`config.mk`:
```
export PLATFORM = sky130hd
export DESIGN_NAME = wpg_guard
export DESIGN_NICKNAME = d
export VERILOG_FILES = /design/src/rtl/wpg_pkg.sv /design/src/rtl/wpg_verdict.sv /design/src/rtl/wpg_latches.sv /design/src/rtl/wpg_prot_reg.sv /design/src/rtl/wpg_guard.sv
export SDC_FILE = /design/constraint.sdc
export NUM_CORES = 1
export LEC_CHECK = 0
export ABC_AREA = 1
export BUFFER_PORTS_ARGS = -buffer_cell sky130_fd_sc_hd__buf_2
export CAP_MARGIN = 20
export CORE_AREA = 2 2 39 41
export DETAILED_ROUTE_END_ITERATION = 10
export DIE_AREA = 0 0 41 43
export REMOVE_ABC_BUFFERS = 1
export SETUP_SLACK_MARGIN = 0.4
export SLEW_MARGIN = 40
export SYNTH_ARGS = -nofsm -noshare
export SYNTH_HDL_FRONTEND = slang
export SYNTH_SLANG_ARGS = --single-unit
```
`constraint.sdc`:
```
create_clock -name clk -period 1.06 [get_ports clk]
set_clock_uncertainty 0.05 [all_clocks]
set_input_delay 0.212 -clock clk [delete_from_list [all_inputs] [get_ports clk]]
set_output_delay 0.212 -clock clk [all_outputs]
set_load 0.02 [all_outputs]
```
`src/rtl/wpg_pkg.sv`:
```
// Shared opcode encoding and verdict type for the write-protect controller.
package wpg_pkg;

    typedef enum logic [3:0] {
        OP_READ      = 4'd0,
        OP_WREN      = 4'd1,
        OP_WRDIS     = 4'd2,
        OP_ERASE     = 4'd3,
        OP_WRITE     = 4'd4,
        OP_ERASE_ALL = 4'd5,
        OP_WRITE_ALL = 4'd6,
        OP_P_ARM     = 4'd7,
        OP_P_CLEAR   = 4'd8,
        OP_P_SET     = 4'd9,
        OP_P_LOCK    = 4'd10,
        OP_P_READ    = 4'd11
    } wp_op_e;

    // Outcome of one instruction and the state updates it causes
    typedef struct packed {
        logic grant;
        logic set_wen;
        logic clr_wen;
        logic arm;
        logic thr_clear;
        logic thr_load;
        logic lock;
    } verdict_t;

endpackage

```
`src/rtl/wpg_verdict.sv`:
```
// Combinational rule engine. For the instruction presented this cycle it
// decides grant or refusal and which state bits change.
// Assumes the inputs are stable for the cycle in which op_valid_i is high.
module wpg_verdict
    import wpg_pkg::*;
#(
    parameter int AW = 8
) (
    input  logic          op_valid_i,
    input  logic [3:0]    op_code_i,
    input  logic [AW-1:0] op_addr_i,
    input  logic          psel_i,
    input  logic          pgm_i,
    input  logic          wen_i,
    input  logic          arm_i,
    input  logic [AW-1:0] thr_i,
    input  logic          thr_valid_i,
    input  logic          locked_i,
    output verdict_t      v_o
);

    logic ord_ok;
    logic prot_ok;
    logic cmd_ok;
    logic addr_free;

    assign ord_ok    = !psel_i;
    assign prot_ok   = psel_i && pgm_i;
    assign cmd_ok    = arm_i && prot_ok && !locked_i;
    assign addr_free = !thr_valid_i || (op_addr_i < thr_i);

    // Map the opcode and the current state to a verdict
    always_comb begin
        v_o = '0;
        if (op_valid_i) begin
            case (wp_op_e'(op_code_i))
                OP_READ:      v_o.grant = ord_ok;
                OP_WREN: begin
                    v_o.grant   = ord_ok;
                    v_o.set_wen = ord_ok;
                end
                OP_WRDIS: begin
                    v_o.grant   = ord_ok;
                    v_o.clr_wen = ord_ok;
                end
                OP_ERASE,
                OP_WRITE:     v_o.grant = ord_ok && wen_i && addr_free;
                OP_ERASE_ALL,
                OP_WRITE_ALL: v_o.grant = ord_ok && wen_i && !thr_valid_i;
                OP_P_ARM: begin
                    v_o.grant = prot_ok && wen_i;
                    v_o.arm   = prot_ok && wen_i;
                end
                OP_P_CLEAR: begin
                    v_o.grant     = cmd_ok;
                    v_o.thr_clear = cmd_ok;
                end
                OP_P_SET: begin
                    v_o.grant    = cmd_ok && !thr_valid_i;
                    v_o.thr_load = cmd_ok && !thr_valid_i;
                end
                OP_P_LOCK: begin
                    v_o.grant = cmd_ok;
                    v_o.lock  = cmd_ok;
                end
                OP_P_READ:    v_o.grant = psel_i;
                default:      v_o = '0;
            endcase
        end
    end

endmodule

```
`src/rtl/wpg_latches.sv`:
```
// Volatile control state: the erase/write enable latch and the one-shot
// arm flag. Both are cleared by reset. Every instruction updates the arm
// flag, so the flag survives only into the next instruction.
module wpg_latches
    import wpg_pkg::*;
(
    input  logic     clk,
    input  logic     rst_n,
    input  logic     op_valid_i,
    input  verdict_t v_i,
    output logic     wen_o,
    output logic     arm_o
);

    // Update the enable latch and the arm flag
    always_ff @(posedge clk) begin
        if (!rst_n) begin
            wen_o <= 1'b0;
            arm_o <= 1'b0;
        end else begin
            if (v_i.set_wen)      wen_o <= 1'b1;
            else if (v_i.clr_wen) wen_o <= 1'b0;
            if (op_valid_i)       arm_o <= v_i.arm;
        end
    end

endmodule

```
`src/rtl/wpg_prot_reg.sv`:
```
// Non-volatile protect state: the threshold, its valid bit and the
// permanent lock. These start cleared at power-up and are not touched by
// reset. The verdict already carries the lock check.
module wpg_prot_reg
    import wpg_pkg::*;
#(
    parameter int AW = 8
) (
    input  logic          clk,
    input  logic          rst_n,
    input  verdict_t      v_i,
    input  logic [AW-1:0] op_addr_i,
    output logic [AW-1:0] thr_o,
    output logic          thr_valid_o,
    output logic          locked_o
);

    logic [AW-1:0] thr_q   = '0;
    logic          valid_q = 1'b0;
    logic          lock_q  = 1'b0;

    // Apply protect-clear, protect-set and protect-lock
    always_ff @(posedge clk) begin
        if (v_i.thr_clear) valid_q <= 1'b0;
        if (v_i.thr_load) begin
            thr_q   <= op_addr_i;
            valid_q <= 1'b1;
        end
        if (v_i.lock) lock_q <= 1'b1;
    end

    assign thr_o       = thr_q;
    assign thr_valid_o = valid_q;
    assign locked_o    = lock_q;


    lock_frozen_chk: assert property (@(posedge clk) disable iff (!rst_n)
        lock_q |=> lock_q && $stable(thr_q) && $stable(valid_q));

endmodule

```
`src/rtl/wpg_guard.sv`:
```
// Top of the address-threshold write-protect controller. It registers a
// one-cycle grant or abort for each decoded instruction.
// Assumes op_valid_i is high for one cycle per instruction, with the
// address and the sampled pins valid in that cycle.
module wpg_guard
    import wpg_pkg::*;
#(
    parameter int AW = 8
) (
    input  logic          clk,
    input  logic          rst_n,
    input  logic          op_valid_i,
    input  logic [3:0]    op_code_i,
    input  logic [AW-1:0] op_addr_i,
    input  logic          psel_i,
    input  logic          pgm_i,
    output logic          grant_o,
    output logic          abort_o,
    output logic          wen_o,
    output logic          arm_o,
    output logic [AW-1:0] thr_o,
    output logic          thr_valid_o,
    output logic          locked_o
);

    verdict_t v;
    wp_op_e   op_e;

    assign op_e = wp_op_e'(op_code_i);

    wpg_verdict #(.AW(AW)) u_verdict (
        .op_valid_i  (op_valid_i),
        .op_code_i   (op_code_i),
        .op_addr_i   (op_addr_i),
        .psel_i      (psel_i),
        .pgm_i       (pgm_i),
        .wen_i       (wen_o),
        .arm_i       (arm_o),
        .thr_i       (thr_o),
        .thr_valid_i (thr_valid_o),
        .locked_i    (locked_o),
        .v_o         (v)
    );

    wpg_latches u_latches (
        .clk        (clk),
        .rst_n      (rst_n),
        .op_valid_i (op_valid_i),
        .v_i        (v),
        .wen_o      (wen_o),
        .arm_o      (arm_o)
    );

    wpg_prot_reg #(.AW(AW)) u_prot (
        .clk         (clk),
        .rst_n       (rst_n),
        .v_i         (v),
        .op_addr_i   (op_addr_i),
        .thr_o       (thr_o),
        .thr_valid_o (thr_valid_o),
        .locked_o    (locked_o)
    );

    // Register the response pulses
    always_ff @(posedge clk) begin
        if (!rst_n) begin
            grant_o <= 1'b0;
            abort_o <= 1'b0;
        end else begin
            grant_o <= v.grant;
            abort_o <= op_valid_i && !v.grant;
        end
    end


    one_resp_chk: assert property (@(posedge clk) disable iff (!rst_n)
        op_valid_i |=> (grant_o ^ abort_o));


    idle_quiet_chk: assert property (@(posedge clk) disable iff (!rst_n)
        !op_valid_i |=> !grant_o && !abort_o);


    above_thr_chk: assert property (@(posedge clk) disable iff (!rst_n)
        op_valid_i && (op_e == OP_ERASE || op_e == OP_WRITE)
        && thr_valid_o && (op_addr_i >= thr_o) |=> abort_o);


    bulk_block_chk: assert property (@(posedge clk) disable iff (!rst_n)
        op_valid_i && (op_e == OP_ERASE_ALL || op_e == OP_WRITE_ALL)
        && thr_valid_o |=> abort_o);


    psel_block_chk: assert property (@(posedge clk) disable iff (!rst_n)
        op_valid_i && (op_code_i <= 4'd6) && psel_i |=> abort_o);


    unarmed_chk: assert property (@(posedge clk) disable iff (!rst_n)
        op_valid_i && !arm_o
        && (op_e == OP_P_CLEAR || op_e == OP_P_SET || op_e == OP_P_LOCK)
        |=> abort_o);


    arm_needs_wen_chk: assert property (@(posedge clk) disable iff (!rst_n)
        op_valid_i && (op_e == OP_P_ARM) && !wen_o |=> abort_o && !arm_o);

endmodule

```
# After elaboration in Yosys (flattened, before gate mapping)
# Index checks and enable logic that the tools add are counted.
# classes
add_sub_neg,0
multipliers,0
div_mod_pow,0
magnitude_cmp,1
eq_ne,8
n_shift,0
n_mux,7
bitwise_logic,0
n_reduce_logical,15
# ops
op,n
$eq 4x3->1 const B,4
$eq 4x2->1 const B,2
$lt 8x8->1,1
$mux 7,1
$logic_and 1x1->1,6
$mux 1,5
$pmux 1 s5,1
$eq 4x1->1 const B,1
$eq 4x4->1 const B,1
$logic_not 4->1,1
$reduce_or 2->1,2
$logic_not 1->1,3
$reduce_or 3->1,1
$reduce_bool 2->1,1
$logic_or 1x1->1,1
# word_totals
reg_bits,13
latch_bits,0
ramBits,0
mem_bits_ro,0
output_inout_bits,14
wordCells,37
memories,0

# Logic depth before layout (Yosys ltp)
# Gate-level depths: netlist (run 1).
# logic_depth
word_depth,7
mapped_depth,7

# Modules after synthesis
# Synthesis (run 1) repeated with hierarchy kept, for this count alone.
# unflattened
hier_cells,109
hier_area_um2,837.1
# modules_own_cells
module,instances,cells_each,area_per_inst_um2
wpg_verdict,1,77,412.9
wpg_prot_reg,1,15,286.5
wpg_latches,1,11,80.1
wpg_guard,1,6,57.6

# Worst setup path after synthesis (run 1)
# Ideal clock, no wire load.
# synth_path
path_kind,flip-flop to flip-flop
from,register u_latches.wen_o
to,register abort_o
setup_ns,0.112
arrival_time_ns,0.814
slack_ns,0.084
stages_incl_launch_ff,6
path_buffers,0
synth_period_minus_slack_ns,0.976
cell_sequence,dfxtp_1 inv_2 nor2_1 nand2_2 nand3_1 nor2_1
# synth_between
elab_chain_cells,6
word_cells_on_any_way,8
cone_classes,2 x mux; 6 x reduce/logical
# synth_lines
element,line_no,rtl
start: declaration,wpg_latches.sv:11,"output logic wen_o,"
start signal: assignment,wpg_latches.sv:18,wen_o <= 1'b0;
start signal: assignment,wpg_latches.sv:21,if (v_i.set_wen) wen_o <= 1'b1;
start signal: assignment,wpg_latches.sv:22,else if (v_i.clr_wen) wen_o <= 1'b0;
$logic_and 1x1->1,"wpg_verdict.sv:47, wpg_verdict.sv:49",
$logic_and 1x1->1 (on tied branches),"wpg_verdict.sv:49, wpg_verdict.sv:47",
$pmux 1 s5 (*),wpg_verdict.sv:36,case (wp_op_e'(op_code_i))
$mux 7 (*),wpg_verdict.sv:35,if (op_valid_i) begin
$logic_not 1->1 (*),wpg_guard.sv:71,abort_o <= op_valid_i && !v.grant;
$logic_and 1x1->1 (*),wpg_guard.sv:71,
end signal: assignment,wpg_guard.sv:71,
end: declaration,wpg_guard.sv:18,"output logic abort_o,"
# Mark *: on every way between the ends. The rest lies on a longest branch, timed or not.
# A chain may end at the register's enable or synchronous reset.

# Worst setup path in the final report (run 1)
# layout_path
from,register u_latches.wen_o
to,output port wen_o
# layout_lines
element,line_no,rtl
end: declaration,wpg_guard.sv:19,"output logic wen_o,"
# No word-level cell between the ends.

==> impl_metrics.py, run 1 <==
metrics = {
    "synthesis": {
        "synthSimpleGateAreaFrac_pct": 35.00,
        "ys_seq_area_share_pct": 24.62,
        "yosys_warnings": 0,
        "synth_top_family_by_area": "simple AND/OR/NAND/NOR gates",
        "ys_ff_latch": 4,
        "synth_top_area_cell": "dfxtp_1",
        "synth_compound_area_share_pct": 8.077,
        "synth_cell_types": 15,
        "synth_adder_area_share_pct": 0,
        "muxShareOfSynthArea_pct": 0,
        "synth-xor-area-share_pct": 0,
        "syn_area_sq_um": 325.3,
        "synth.avg_cell_area_sq_um": 6.256,
        "yosys.area.top_type_share_pct": 24.62,
        "synth_cells": 52,
        "synth.area.top_cells": "dfxtp_1 (25%), buf_4 (23%), nand2_1 (12%), nor2_1 (9.2%), nand3_1 (4.6%)",
    },
    "power_and_ir_drop": {
        "p_clk_share_pct": 41.1,
        "p_int_uw": 316.7,
        "leakage_uw": 0.0002261,
        "seqPwrFrac_pct": 34.8,
        "p_comb_share_pct": 24.1,
        "peakVddDrop_mv": 0.4045,
        "p_sw_share_pct": 30.65,
        "netSwitchingPower_uw": 140.0,
        "pwr_density_cell_nw_per_um2": 1064,
    },
    "clocking": {
        "numCtsBuffers": 3,
        "cts_hold_buf": 0,
        "cts_tree": "done",
        "cts_buffer_depth": 2,
        "insertion_delay_ns": 0.23,
        "clock-sinks": 4,
        "postCtsSetupBuffers": 0,
        "ctsRootBufferMaster": "clkbuf_4",
        "path_clk_slew_ns": 0.04,
        "htreeDepth": 1,
    },
    "drt": {
        "vias": 321,
        "via_per_inst": 3.963,
        "first_pass_iters": 4,
        "drt_iter0_markers": 5,
        "wl_per_cell_um": 8.160,
        "drc": 0,
        "routed_wl_um": 661,
        "ant_nets": 0,
    },
    "worst_setup_path": {
        "critical_path_cell_count": 1,
        "cp_cell_sequence": "buf_6",
        "critical_path_class": "reg2out",
        "cp.buffers_inverters": 1,
        "required_ns": 0.80,
        "critPathMaxFanout": 4,
        "slowest_delay_ns": 0.35,
        "timing.critical_path.to_type": "primary output",
        "rr_worst_depth": 7,
        "cp.arrival_ns": 0.70,
        "critPathTopFamily": "flip-flops",
        "start_kind": "register",
        "slowest_stage": "dfxtp_4",
    },
    "sta": {
        "finalCriticalPeriod_ns": 0.9656,
        "grt_setup_unrepaired": "true",
        "fmax_mhz": 1036,
        "setup_slack_ns": 0.09436,
        "finalCritPeriodShare_pct": 91.10,
        "setup_tns_ns": 0,
        "setup_viol": 0,
        "hold_viol": 0,
        "maxSlewViolCount": 0,
    },
    "layout": {
        "fillCellCount": 157,
        "final_nets": 84,
        "regArea_sq_um": 87.58,
        "multi_input_area_sq_um": 191.4,
        "syn_to_final_growth_pct": 31.92,
        "n_antenna_cell": 0,
        "stdcell_count": 81,
        "drive_above_1_share_pct": 47.69,
    },
    "die": {
        "rows": 14,
        "die-height_um": 43,
        "io_pins": 31,
        "fp.dieW_um": 41,
        "start_util_pct": 23.51,
        "core_area_sq_um": 1384,
        "dieArea_sq_um": 1763,
    },
    "placement": {
        "dp_slack_ns": 0.1174,
        "hpwlAfterDp_um": 466.4,
        "gpl.final_weighted_congestion": 0.6778,
        "numPortBuffers": 12,
        "dp_cells": 78,
    },
    "global_routing": {
        "grtUsageTotal_pct": 9.519,
        "grt_pass1_vias": 306,
        "grt-ovfl-total": 0,
        "grt_max_degree": 5,
        "grt_antenna_before_repair": 0,
        "grt_pass1_wl_um": 1069,
    },
    "flow_run": {
        "drv_cap": 0,
    },
    "hold_path": {
        "hold_class": "in2reg",
        "holdPathStages": 2,
    },
    "run_status": {
        "outcome": "complete, no violations",
    },
}
==> stage by stage <==
step	area [sq um]	utilization (%)	power [uW]	hold slack (ns)
floorplan	280.3	-	227.0	0.2555
CTS	424.2	30.65	470.1	0.1365
finish	429.2	31.01	456.7	0.1507
global placement	360.3	26.04	257.7	0.3894
detailed placement	360.3	26.04	258.0	0.3903
global route	429.2	31.01	499.2	0.1642
==> worst reg2reg max path, stage by stage, from the launching register on <==
cell and delay [ns]:
dfxtp_4 0.35, inv_2 0.07, nand2_2 0.05, nand2_2 0.06, inv_1 0.04, nand2_1 0.05
nand3_1 0.06, nor2_1 0.09
==> layer usage <==
metal | global-route usage, % | wire (um) | up-vias
met3 | 3.141 | 88 | 0
met2 | 12.19 | 306 | 19
met4 | 10.00 | 0 | 0
met5 | 0 | 0 | -
met1 | 11.18 | 267 | 138
li1 | - | - | 164
==> cell usage in the layout (no fill, tap or decap) <==
cell type / count
nand2_1: 8
buf_6: 4
inv_2: 2
nor2_1: 6
inv_1: 4
dfxtp_2: 3
conb_1: 10
a21oi_2: 2
nand4_1: 1
nand2_2: 4
nand3_1: 3
a21boi_1: 1
nor2_2: 4
o21ai_0: 1
buf_2: 8
clkbuf_4: 3
dfxtp_4: 1
==> flip-flops by register name (all words and copies together) (netlist names) <==
| signal | flops |
|---|---|
| u_latches.wen_o | 1 |
| abort_o | 1 |
| grant_o | 1 |
| u_latches.arm_o | 1 |
==> area by class of cell <==
type	count	area share [%]
Clock buffer	3	5.248
Tap cell	16	4.665
Multi-Input combinational cell	40	44.61
Inverter	6	5.248
Sequential cell	4	20.41
Timing Repair Buffer	12	19.83
==> power by group through the flow <==
| stage | sequential (uW) | clock [uW] | combinational, uW |
|---|---|---|---|
| 2_1_floorplan | 168 | 0 | 59.3 |
| 3_3_place_gp | 161 | 0 | 96.8 |
| 3_5_place_dp | 161 | 0 | 97.2 |
| 4_1_cts | 161 | 202 | 108 |
| 5_1_grt | 159 | 218 | 122 |
| 6_report | 159 | 188 | 110 |
==> Yosys cell counts <==
cell	count
a21oi_1	1
dfxtp_1	4
nand3_1	3
inv_1	4
nand4_1	1
a21boi_1	1
a21oi_2	1
nand2_2	2
buf_4	10
conb_1	2
inv_2	2
nor2_1	8
o21ai_0	1
nand2_1	10
nor2_2	2
==> path summary, 6_finish.rpt <==
path / slack, ns / startpoint / to
worst max register to register: 0.18 / u_latches.wen_o / abort_o
worst min-delay path: 0.15 / op_valid_i / u_latches.arm_o
worst min register to register: 0.45 / u_latches.wen_o / u_latches.wen_o
worst max-delay path: 0.09 / u_latches.wen_o / wen_o
==> logic make-up after synthesis <==
logic type,count (synthesis)
compound gates,4
buf+inv,16
flops,4
other cells,2
simple gates,26
==> timing repair <==
action                                  CTS  global route
hold endpoints to repair                  0             0
pin swaps                                 3             0
cloned                                    0             0
endpoints found under the setup margin    8             8
gates resized for setup                  16             2
Note: power is estimated with default switching activity, not from simulation.
==> run 2, diff against run 1 <==
--- a/config.mk
+++ b/config.mk
@@ -11,6 +11,7 @@
 export CORE_AREA = 2 2 39 41
 export DETAILED_ROUTE_END_ITERATION = 10
 export DIE_AREA = 0 0 41 43
+export RECOVER_POWER = 100
 export REMOVE_ABC_BUFFERS = 1
 export SETUP_SLACK_MARGIN = 0.4
 export SLEW_MARGIN = 40
==> constraint.sdc (replaced) <==
create_clock -name clk -period 1.1 [get_ports clk]
set_clock_uncertainty 0.05 [all_clocks]
set_input_delay 0.22 -clock clk [delete_from_list [all_inputs] [get_ports clk]]
set_output_delay 0.22 -clock clk [all_outputs]
set_load 0.02 [all_outputs]
==> impl_metrics.py, run 2 (synthesis results as in run 1) <==
metrics = {
    "die": {
        "start_util_pct": 23.51,
        "dieArea_sq_um": 1763,
        "rows": 14,
        "core_area_sq_um": 1384,
        "io_pins": 31,
        "die-height_um": 43,
        "fp.dieW_um": 41,
    },
    "drt": {
        "via_per_inst": 3.904,
        "first_pass_iters": 4,
        "drc": 0,
        "routed_wl_um": 695,
        "ant_nets": 0,
        "vias": 324,
        "wl_per_cell_um": 8.373,
        "drt_iter0_markers": 6,
    },
    "layout": {
        "n_antenna_cell": 0,
        "final_nets": 86,
        "fillCellCount": 165,
        "layout_common_cells": "conb_1 (10), nand2_1 (8), buf_2 (8)",
        "regArea_sq_um": 82.58,
        "final_common_cell": "conb_1",
        "syn_to_final_growth_pct": 31.15,
        "multi_input_area_sq_um": 185.2,
        "drive_above_1_share_pct": 43.28,
    },
    "worst_setup_path": {
        "required_ns": 0.83,
        "critical_path_cell_count": 1,
        "critPathMaxFanout": 2,
        "cp_cell_sequence": "buf_6",
        "cp.buffers_inverters": 1,
        "timing.critical_path.to_type": "primary output",
        "critical_path_class": "reg2out",
        "start_kind": "register",
        "cp.arrival_ns": 0.71,
        "slowest_stage": "dfxtp_1",
        "critPathTopFamily": "flip-flops",
        "rr_worst_depth": 8,
        "slowest_delay_ns": 0.35,
    },
    "hold_path": {
        "holdPathStages": 2,
        "hold_class": "in2reg",
    },
    "power_and_ir_drop": {
        "netSwitchingPower_uw": 133.7,
        "p_int_uw": 303.9,
        "p_comb_share_pct": 23.4,
        "p_clk_share_pct": 41.4,
        "pwr_density_cell_nw_per_um2": 1026,
        "p_sw_share_pct": 30.56,
        "leakage_uw": 0.0002337,
        "peakVddDrop_mv": 0.3938,
        "seqPwrFrac_pct": 35.2,
    },
    "sta": {
        "grt_setup_unrepaired": "true",
        "finalCriticalPeriod_ns": 0.9819,
        "setup_slack_ns": 0.1181,
        "maxSlewViolCount": 0,
        "setup_tns_ns": 0,
        "fmax_mhz": 1018,
        "whs_ns": 0.1648,
        "hold_viol": 0,
        "finalCritPeriodShare_pct": 89.26,
        "setup_viol": 0,
    },
    "global_routing": {
        "grt_antenna_before_repair": 0,
        "grtUsageTotal_pct": 9.820,
        "grt_pass1_wl_um": 1110,
        "grt_pass1_vias": 315,
        "grt-ovfl-total": 0,
        "grt_max_degree": 5,
    },
    "flow_run": {
        "drv_cap": 0,
    },
    "placement": {
        "gpl.final_weighted_congestion": 0.6778,
        "numPortBuffers": 12,
        "dp_slack_ns": 0.1494,
        "hpwlAfterDp_um": 466.4,
    },
    "run_status": {
        "outcome": "complete, no violations",
    },
    "clocking": {
        "insertion_delay_ns": 0.23,
        "cts_tree": "done",
        "path_clk_slew_ns": 0.04,
        "cts_buffer_depth": 2,
        "ctsRootBufferMaster": "clkbuf_4",
        "htreeDepth": 1,
        "numCtsBuffers": 3,
        "clock-sinks": 4,
    },
}
run 2: cell types whose count changed in the layout (fill, tap and decap cells not counted), sizes merged:
cell,before,now
clkbuf,3,5
run 2: worst paths after layout:
kind	startpoint	endpoint	slack, ns
min reg2reg	u_latches.arm_o	u_latches.arm_o	0.51
min	op_valid_i	u_latches.arm_o	0.16
max reg2reg	u_latches.wen_o	abort_o	0.12
max	u_latches.wen_o	wen_o	0.12
run 2: stage by stage:
stage | instance area, sq um | utilization (%) | cells | power [uW]
2_1_floorplan | 280.3 | - | 50 | 218.8
3_3_place_gp | 360.3 | 26.04 | 78 | 248.3
3_5_place_dp | 360.3 | 26.04 | 78 | 248.6
4_1_cts | 437.9 | 31.65 | 82 | 454.3
5_1_grt | 426.7 | 30.83 | 83 | 477.2
6_report | 426.7 | 30.83 | 83 | 437.6
run 2: metal layers:
layer | wire [um] | GRT usage (%)
met1 | 274 | 11.50
met5 | 0 | 0
met2 | 336 | 12.81
met3 | 84 | 3.141
met4 | 0 | 10.00
run 2: area by class of cell:
| cell class | instances | share of cell area [%] |
|---|---|---|
| repair buffers | 14 | 21.41 |
| inverters | 6 | 5.865 |
| well taps | 16 | 4.692 |
| flip-flops and latches | 4 | 19.35 |
| multi-input cells | 40 | 43.40 |
| clock buffers | 3 | 5.279 |
run 2: what timing repair did:
action | 4_1_cts | 5_1_grt
hold buffers | 0 | 0
endpoints found under the setup margin | 7 | 8
resized for setup | 18 | 1
pin swaps | 3 | 1
gates cloned | 0 | 0
setup buffers | 1 | 1
run 2: power groups by stage:
stage | registers [uW] | clock network (uW) | logic [uW]
2_1_floorplan | 162 | 0 | 57.1
3_3_place_gp | 155 | 0 | 93.2
3_5_place_dp | 155 | 0 | 93.7
4_1_cts | 155 | 194 | 105
5_1_grt | 154 | 209 | 114
6_report | 154 | 181 | 102
